--- config.mk ---
export PLATFORM = sky130hd
export DESIGN_NAME = xlate_unit
export DESIGN_NICKNAME = d
export VERILOG_FILES = /design/src/rtl/xlate_unit.sv
export SDC_FILE = /design/constraint.sdc
export NUM_CORES = 1
export LEC_CHECK = 0
export BUFFER_PORTS_ARGS = -buffer_cell sky130_fd_sc_hd__buf_4
export CAP_MARGIN = 25
export CORE_MARGIN = 2
export CORE_UTILIZATION = 35
export CTS_CLUSTER_DIAMETER = 40
export DETAILED_ROUTE_END_ITERATION = 8
export SYNTH_ARGS = -nofsm -noshare
export SYNTH_HDL_FRONTEND = slang
export SYNTH_SLANG_ARGS = --single-unit
--- constraint.sdc ---
create_clock -name clk -period 3.2 [get_ports clk]
set_input_delay 0.32 -clock clk [delete_from_list [all_inputs] [get_ports clk]]
set_output_delay 0.32 -clock clk [all_outputs]
set_load 0.02 [all_outputs]
--- src/rtl/xlate_unit.sv ---
module xlate_unit #(
  parameter int OFF_W = 10,
  parameter int PG_W  = 3,
  parameter int FR_W  = 2,
  parameter int TLB_N = 4
) (
  input  logic                  clk,
  input  logic                  rst_n,
  input  logic                  req_valid,
  output logic                  req_ready,
  input  logic [PG_W+OFF_W-1:0] req_vaddr,
  output logic                  rsp_valid,
  output logic                  rsp_fault,
  output logic [FR_W+OFF_W-1:0] rsp_paddr,
  input  logic                  pt_we,
  input  logic [PG_W-1:0]       pt_page,
  input  logic                  pt_valid,
  input  logic [FR_W-1:0]       pt_frame
);
  localparam int VA_W = PG_W + OFF_W;
  localparam int PT_N = 1 << PG_W;
  localparam int RR_W = (TLB_N > 1) ? $clog2(TLB_N) : 1;

  logic [TLB_N-1:0] tv;
  logic [PG_W-1:0]  tag [TLB_N];
  logic [FR_W-1:0]  tfr [TLB_N];
  logic [PT_N-1:0]  pv;
  logic [FR_W-1:0]  pfr [PT_N];
  logic             walking;
  logic [VA_W-1:0]  held;
  logic [RR_W-1:0]  rr;
  logic [TLB_N-1:0] hitv;
  logic [FR_W-1:0]  hfr;

  wire [PG_W-1:0] rpage  = req_vaddr[VA_W-1:OFF_W];
  wire [PG_W-1:0] hpage  = held[VA_W-1:OFF_W];
  wire            accept = req_valid && req_ready;
  wire            hit    = |hitv;
  wire            refill = walking && pv[hpage] && !(pt_we && pt_page == hpage);

  assign req_ready = !walking;

  for (genvar i = 0; i < TLB_N; i++) begin : g_cmp
    assign hitv[i] = tv[i] && (tag[i] == rpage);
  end

  always_comb begin
    hfr = '0;
    for (int i = 0; i < TLB_N; i++)
      if (hitv[i]) hfr = hfr | tfr[i];
  end

  always_ff @(posedge clk or negedge rst_n) begin
    if (!rst_n) begin
      tv        <= '0;
      pv        <= '0;
      walking   <= 1'b0;
      held      <= '0;
      rr        <= '0;
      rsp_valid <= 1'b0;
      rsp_fault <= 1'b0;
      rsp_paddr <= '0;
      for (int i = 0; i < TLB_N; i++) begin
        tag[i] <= '0;
        tfr[i] <= '0;
      end
      for (int j = 0; j < PT_N; j++) pfr[j] <= '0;
    end else begin
      rsp_valid <= 1'b0;
      rsp_fault <= 1'b0;
      rsp_paddr <= '0;
      if (accept) begin
        if (hit) begin
          rsp_valid <= 1'b1;
          rsp_paddr <= {hfr, req_vaddr[OFF_W-1:0]};
        end else begin
          walking <= 1'b1;
          held    <= req_vaddr;
        end
      end
      if (walking) begin
        walking   <= 1'b0;
        rsp_valid <= 1'b1;
        if (pv[hpage]) rsp_paddr <= {pfr[hpage], held[OFF_W-1:0]};
        else           rsp_fault <= 1'b1;
      end
      if (pt_we) begin
        pv[pt_page]  <= pt_valid;
        pfr[pt_page] <= pt_frame;
        for (int i = 0; i < TLB_N; i++)
          if (tag[i] == pt_page) tv[i] <= 1'b0;
      end
      if (refill) begin
        tv[rr]  <= 1'b1;
        tag[rr] <= hpage;
        tfr[rr] <= pfr[hpage];
        rr      <= (rr == RR_W'(TLB_N - 1)) ? '0 : rr + 1'b1;
      end
    end
  end

  p_hit_latency_r2: assert property (@(posedge clk) disable iff (!rst_n)
    accept && hit |=> rsp_valid);
  p_miss_gap_r3: assert property (@(posedge clk) disable iff (!rst_n)
    accept && !hit |=> !rsp_valid);
  p_miss_latency_r3: assert property (@(posedge clk) disable iff (!rst_n)
    accept && !hit |-> ##2 rsp_valid);
  p_one_in_flight_r9: assert property (@(posedge clk) disable iff (!rst_n)
    accept && !hit |=> !req_ready);
  p_fault_zero_r4: assert property (@(posedge clk) disable iff (!rst_n)
    rsp_valid && rsp_fault |-> rsp_paddr == '0);
  p_offset_kept_r1: assert property (@(posedge clk) disable iff (!rst_n)
    accept && hit |=> rsp_paddr[OFF_W-1:0] == $past(req_vaddr[OFF_W-1:0]));
  p_single_match_r7: assert property (@(posedge clk) disable iff (!rst_n)
    $onehot0(hitv));
endmodule

Word level (Yosys, flattened, before mapping)
Cells that the tools add are included.
{"block": "classes", "addsub": 1, "order_cmp": 10, "eq_ne": 10, "n_mux": 42, "bitwise": 8, "reduce_logical": 16}
{"cell": "2-to-1 mux 12 bit", "n": 4}
{"cell": "== test 3 bit", "n": 9}
{"cell": "2-to-1 mux 2 bit", "n": 9}
{"cell": "bitwise mux 16 bit", "n": 1}
{"cell": "bitwise mux 8 bit", "n": 2}
{"cell": "2-to-1 mux 1 bit", "n": 15}
{"cell": "bitwise mux 12 bit", "n": 1}
{"cell": "logical AND 1 bit", "n": 12}
{"cell": ">= comparator 4 bit, second input constant", "n": 2}
{"cell": "< comparator 3 x 4 -> 1 bit, second input constant", "n": 2}
{"cell": "2-to-1 mux 4 bit", "n": 2}
{"cell": "NOT 3 -> 4 bit", "n": 2}
{"cell": "binary-select mux 2 bit (select 3 bit)", "n": 1}
{"cell": "demux 2 bit (select 3 bit)", "n": 1}
{"cell": "demux 3 bit (select 2 bit)", "n": 1}
{"cell": "bitwise OR 2 bit", "n": 3}
{"cell": "demux 2 bit (select 2 bit)", "n": 1}
{"cell": "< comparator 4 x 1 -> 1 bit, second input constant", "n": 1}
{"cell": "bitwise OR 4 bit", "n": 1}
{"cell": "OR reduction 4 bit", "n": 1}
{"cell": "binary-select mux 1 bit (select 3 bit)", "n": 1}
{"cell": "demux 1 bit (select 3 bit)", "n": 1}
{"cell": ">= comparator 3 x 1 -> 1 bit, second input constant", "n": 1}
{"cell": ">= comparator 3 bit, second input constant", "n": 1}
{"cell": "other kinds (11)", "n": 12}
{"block": "totals", "regBits": 78, "input_bits": 23, "out_inout_bits": 15, "wordCells": 111}

Longest topological paths before layout
{"block": "depth", "word_depth": 13, "depth_mapped": 7, "mapped_depth_nobuf": 5}

Worst setup path before layout
OpenSTA, ideal clock, no wires.
{"block": "synth_timing", "kind": "input port to flip-flop", "from": "input req_vaddr[10]", "to": "register held[10]", "setup_ns": 0.125, "arrival_ns": 2.062, "required_ns": 3.075, "path_slack_ns": 1.013, "stages": 7, "path_buffers": 2, "path_cell_list": "buf_6 xnor2_1 and4_4 or4_4 nor3b_4 buf_12 mux2_4"}
{"block": "synth_between", "elab_chain_cells": 5, "elab_cells_between_ends": 11, "classes_between": "4 x eq/ne; 1 x bitwise; 6 x reduce/logical"}
{"element": "start: declaration", "line_no": "11", "rtl": "input logic [PG_W+OFF_W-1:0] req_vaddr,"}
{"element": "== test 3 bit", "line_no": "44", "rtl": "assign hitv[i] = tv[i] && (tag[i] == rpage);"}
{"element": "logical AND 1 bit", "line_no": "44"}
{"element": "OR reduction 4 bit", "line_no": "38", "rtl": "wire hit = |hitv;"}
{"element": "NOT 1 bit (no source line)"}
{"element": "AND reduction 2 bit (no source line)"}
{"element": "end signal: assignment", "line_no": "78", "rtl": "held <= req_vaddr;"}
{"element": "end: declaration", "line_no": "30", "rtl": "logic [VA_W-1:0] held;"}
Parallel ways exist; a longest one is shown, timed or not.
A chain may end at the register's enable or synchronous reset.

Final worst setup path
{"block": "layout_timing", "from": "register held[11]", "to": "register tag[10] (netlist name)"}
{"block": "layout_between", "elab_chain_cells": 4, "elab_cells_between_ends": 8, "classes_between": "1 x eq/ne; 3 x mux; 4 x reduce/logical"}
{"element": "binary-select mux 1 bit (select 3 bit) or == test 3 bit (tied branches)", "line_no": "39", "rtl": "wire refill = walking && pv[hpage] && !(pt_we && pt_page == hpage);"}
{"element": "2-to-1 mux 1 bit (not written as such) or logical AND 1 bit (tied branches)", "line_no": "39"}
{"element": "logical AND 1 bit or logical NOT 1 bit (tied branches)", "line_no": "39"}
{"element": "logical AND 1 bit", "line_no": "39"}
{"element": "end signal: indexed assignment", "line_no": "95", "rtl": "tag[rr] <= hpage;"}
{"element": "end: declaration", "line_no": "25", "rtl": "logic [PG_W-1:0] tag [TLB_N];"}
Parallel ways exist; a longest one is shown, timed or not. The select of a mux whose other input is x is not followed.

==> metrics <==
RSZ-0062 raised after global routing false; routed len/inst 16.40 microns; std cell rows 37; Fillers 965; Initial Util 0.3560; maxcap violations 0; final core occ 0.4157; drt initial violations 81; peak supply drop 0.0003518 V; critical path peak fanout 12; Final Wtd Congestion 0.7755; clock buffer depth 2; Die Y 105.8 microns; Die X-Extent 105.8 microns; DRC 0; pwr/cell area 880.9 nW/um^2; diode count 0; CP endpoint kind register; Syn Inst Count 258; Reg2Reg Depth 5; HP Start req_vaddr[7]; Die Area 11190 sq um; busiest grt layer met2; Synth warnings 0; Detailed Route WL 7217 microns; Unique masters post-synth 32; hold path cells 2; cell area after synthesis 3626 sq um; total power 3.730 mW; clk root buf clkbuf_8; Vias 2159; number of synthesized register bits 78; dpl hpwl 5023 microns; worst r2r src held[11]$_DFFE_PN0P_; Final Hold Viols 0; met3 Resource Use GR 0.03587; vias in the first global route 2280; TritonRoute pass-1 iters 4; Worst-path clk slew 0.09 ns; Total Routing Usage GR 0.1391; Layout area overhead 16.77%; global route overflow 0; Port Buffers 37; leakage 1.879 nW; setup TNS 0 ns; Critical Path AT 2.63 ns; Setup-failing EPs final 0; Avg Cell Area, Syn 14.05 sq um; crit path kind register to register; R2R Path End tag[10]$_DFFE_PN0P_; syn nets 285; initial antenna violation count 0; Hold Path End rsp_paddr[7]$_DFF_PN0_; CTS H-tree depth 3; worst hold path class input pin to register; largest net degree at the start of global routing 79; Clk Latency, worst-skew pair 0.36 ns; sequential share of the synthesized area 0.5383; slowest stage delay, CP 0.67 ns; met1 Use GR 0.1805; first-pass GRT wire length 11900 microns; CTS Buf Count 9; Slew @ Worst Pin 0.7436 ns; FMAX 0.4186 GHz; Slowest cell on crit path dfrtp_1; Slew HR 0.5025; Vias/cell 4.907; flop2flop setup slack 0.81 ns; fin crit period 2.389 ns; worst path cell trace mux4_2 -> mux2i_1 -> a311oi_2 -> nand2_1 -> mux2_2; post-CTS setup buffer count 0; met2 Usage GRT 0.2263; NumNets Final 326; Final period util 0.7465; Clock Sinks 78; CP Data Required Time 3.44 ns; share of cells above drive strength 1 0.4276; Top Ports 38; CP Launch Type register; status finished clean; final slew viol count 0; Core Region 10180 sq um; CTS tree done; Antenna Nets Post-Route 0; clock skew 0.01022 ns
[cell usage after synthesis]
library cell | instances | area (sq um)
clkbuf_1 | 4 | 15.01
nand3_1 | 2 | 10.01
a22oi_1 | 4 | 30.03
nand2_1 | 21 | 78.83
and2_1 | 1 | 6.260
and3_2 | 1 | 7.510
buf_1 | 2 | 7.510
nor2_1 | 3 | 11.26
buf_12 | 1 | 20.02
buf_2 | 2 | 10.01
mux2_2 | 50 | 563.0
xnor2_1 | 25 | 219.0
xor2_1 | 2 | 17.52
mux2_4 | 9 | 135.1
mux2i_1 | 1 | 10.01
nand4b_1 | 3 | 26.28
a311oi_2 | 1 | 15.01
ha_1 | 4 | 50.05
mux4_2 | 6 | 135.1
nor3b_1 | 2 | 15.01
inv_1 | 3 | 11.26
and4_2 | 1 | 10.01
a22o_1 | 12 | 105.1
and4_4 | 3 | 33.78
nor3_1 | 2 | 10.01
o21ai_0 | 4 | 20.02
or4_4 | 1 | 11.26
nand4_1 | 5 | 31.28
nor3b_4 | 1 | 18.77
dfrtp_1 | 78 | 1952
buf_6 | 3 | 33.78
nand2b_1 | 1 | 6.260
[cell usage in the layout (no fill, tap or decap)]
cell,instances
a22oi_1,4
inv_1,3
inv_6,3
nor3_1,2
nand2b_1,1
and4_2,1
clkbuf_8,9
ha_1,4
nor3b_1,2
dlygate4sd3_1,1
inv_8,1
a311oi_2,1
or4_4,1
nand4_1,5
and4_4,3
nand2_1,21
nor3b_4,1
xor2_1,2
mux2i_1,1
nor2_1,3
mux2_2,50
buf_4,40
mux2_4,9
and2_1,1
o21ai_0,4
clkinvlp_4,1
dfrtp_1,78
mux4_2,6
xnor2_1,25
a22o_1,12
buf_16,1
clkinv_4,2
and3_2,1
nand4b_1,3
nand3_1,2
[what timing repair did]
action | 4_1_cts | 5_1_grt
hold endpoints to repair | 0 | 3
resized for setup | 0 | 0
hold buffers | 0 | 1
[final cells by class]
cell class / count / area, sq um / area share
multi-input cells: 165 / 1577 / 0.3723
inverters: 3 / 11.26 / 0.002660
repair buffers: 42 / 337.8 / 0.07979
clock inverters: 7 / 62.56 / 0.01478
flip-flops and latches: 78 / 1952 / 0.4610
well taps: 136 / 170.2 / 0.04019
clock buffers: 9 / 123.9 / 0.02926
[per-layer routing]
| layer | share of wire | up-vias |
|---|---|---|
| met5 | 0 | - |
| met4 | 0.016 | 0 |
| met3 | 0.047 | 11 |
| met2 | 0.48 | 43 |
| met1 | 0.46 | 1095 |
| li1 | - | 1010 |
[kinds of logic (layout without fill, tap and decap cells)]
logic type	after synthesis	in the layout	synth area share
compound gates	21	21	0.04693
xor+xnor	27	27	0.06522
fa+ha+maj	4	4	0.01380
buf+inv	15	61	0.02691
flops	78	78	0.5383
mux	66	66	0.2326
simple gates	47	47	0.07626
[sequential cells by signal, indices dropped and copies added, names as in the netlist, 2 cells and up]
signal and count:
pv 8, rr 2, held 13, pfr 16, tfr 8, rsp_paddr 12
tag 12, tv 4
[through the flow]
step / cell area [sq um] / cells / worst slack (ns) / hold slack, ns
after floorplan: 3626 / 258 / 1.013 / 0.02441
after global placement: 4010 / 422 / 0.8506 / 0.4619
after detailed placement: 4010 / 422 / 0.7975 / 0.4716
after CTS: 4197 / 438 / 0.7682 / 0.1557
after global routing: 4234 / 440 / 0.6073 / 0.1635
final: 4234 / 440 / 0.8112 / 0.1828
[how the worst max path moves through the flow]
stage / slack (ns) / depth (start not counted) / endpoint / start
2_1_floorplan: 1.01 / 7 / held[10]$_DFFE_PN0P_ / req_vaddr[10]
5_1_grt: 0.61 / 5 / tag[11]$_DFFE_PN0P_ / held[11]$_DFFE_PN0P_
3_3_place_gp: 0.85 / 5 / tag[7]$_DFFE_PN0P_ / held[11]$_DFFE_PN0P_
6_report: 0.81 / 5 / tag[10]$_DFFE_PN0P_ / held[11]$_DFFE_PN0P_
4_1_cts: 0.77 / 5 / tfr[3]$_DFFE_PN0P_ / held[11]$_DFFE_PN0P_
3_5_place_dp: 0.80 / 5 / tfr[3]$_DFFE_PN0P_ / held[11]$_DFFE_PN0P_
[report_power, final]
group	internal, mW	switching, mW
logic	0.777	0.613
clock network	0.298	0.399
registers	1.36	0.287
total	2.43	1.30
[worst max-delay path, delay by kind of cell (launching register included)]
kind            cells  cell delay [ns]
flops               1             0.67
simple gates        1             0.30
mux                 3             0.79
compound gates      1             0.50
Note: power is estimated with default switching activity, not from simulation.
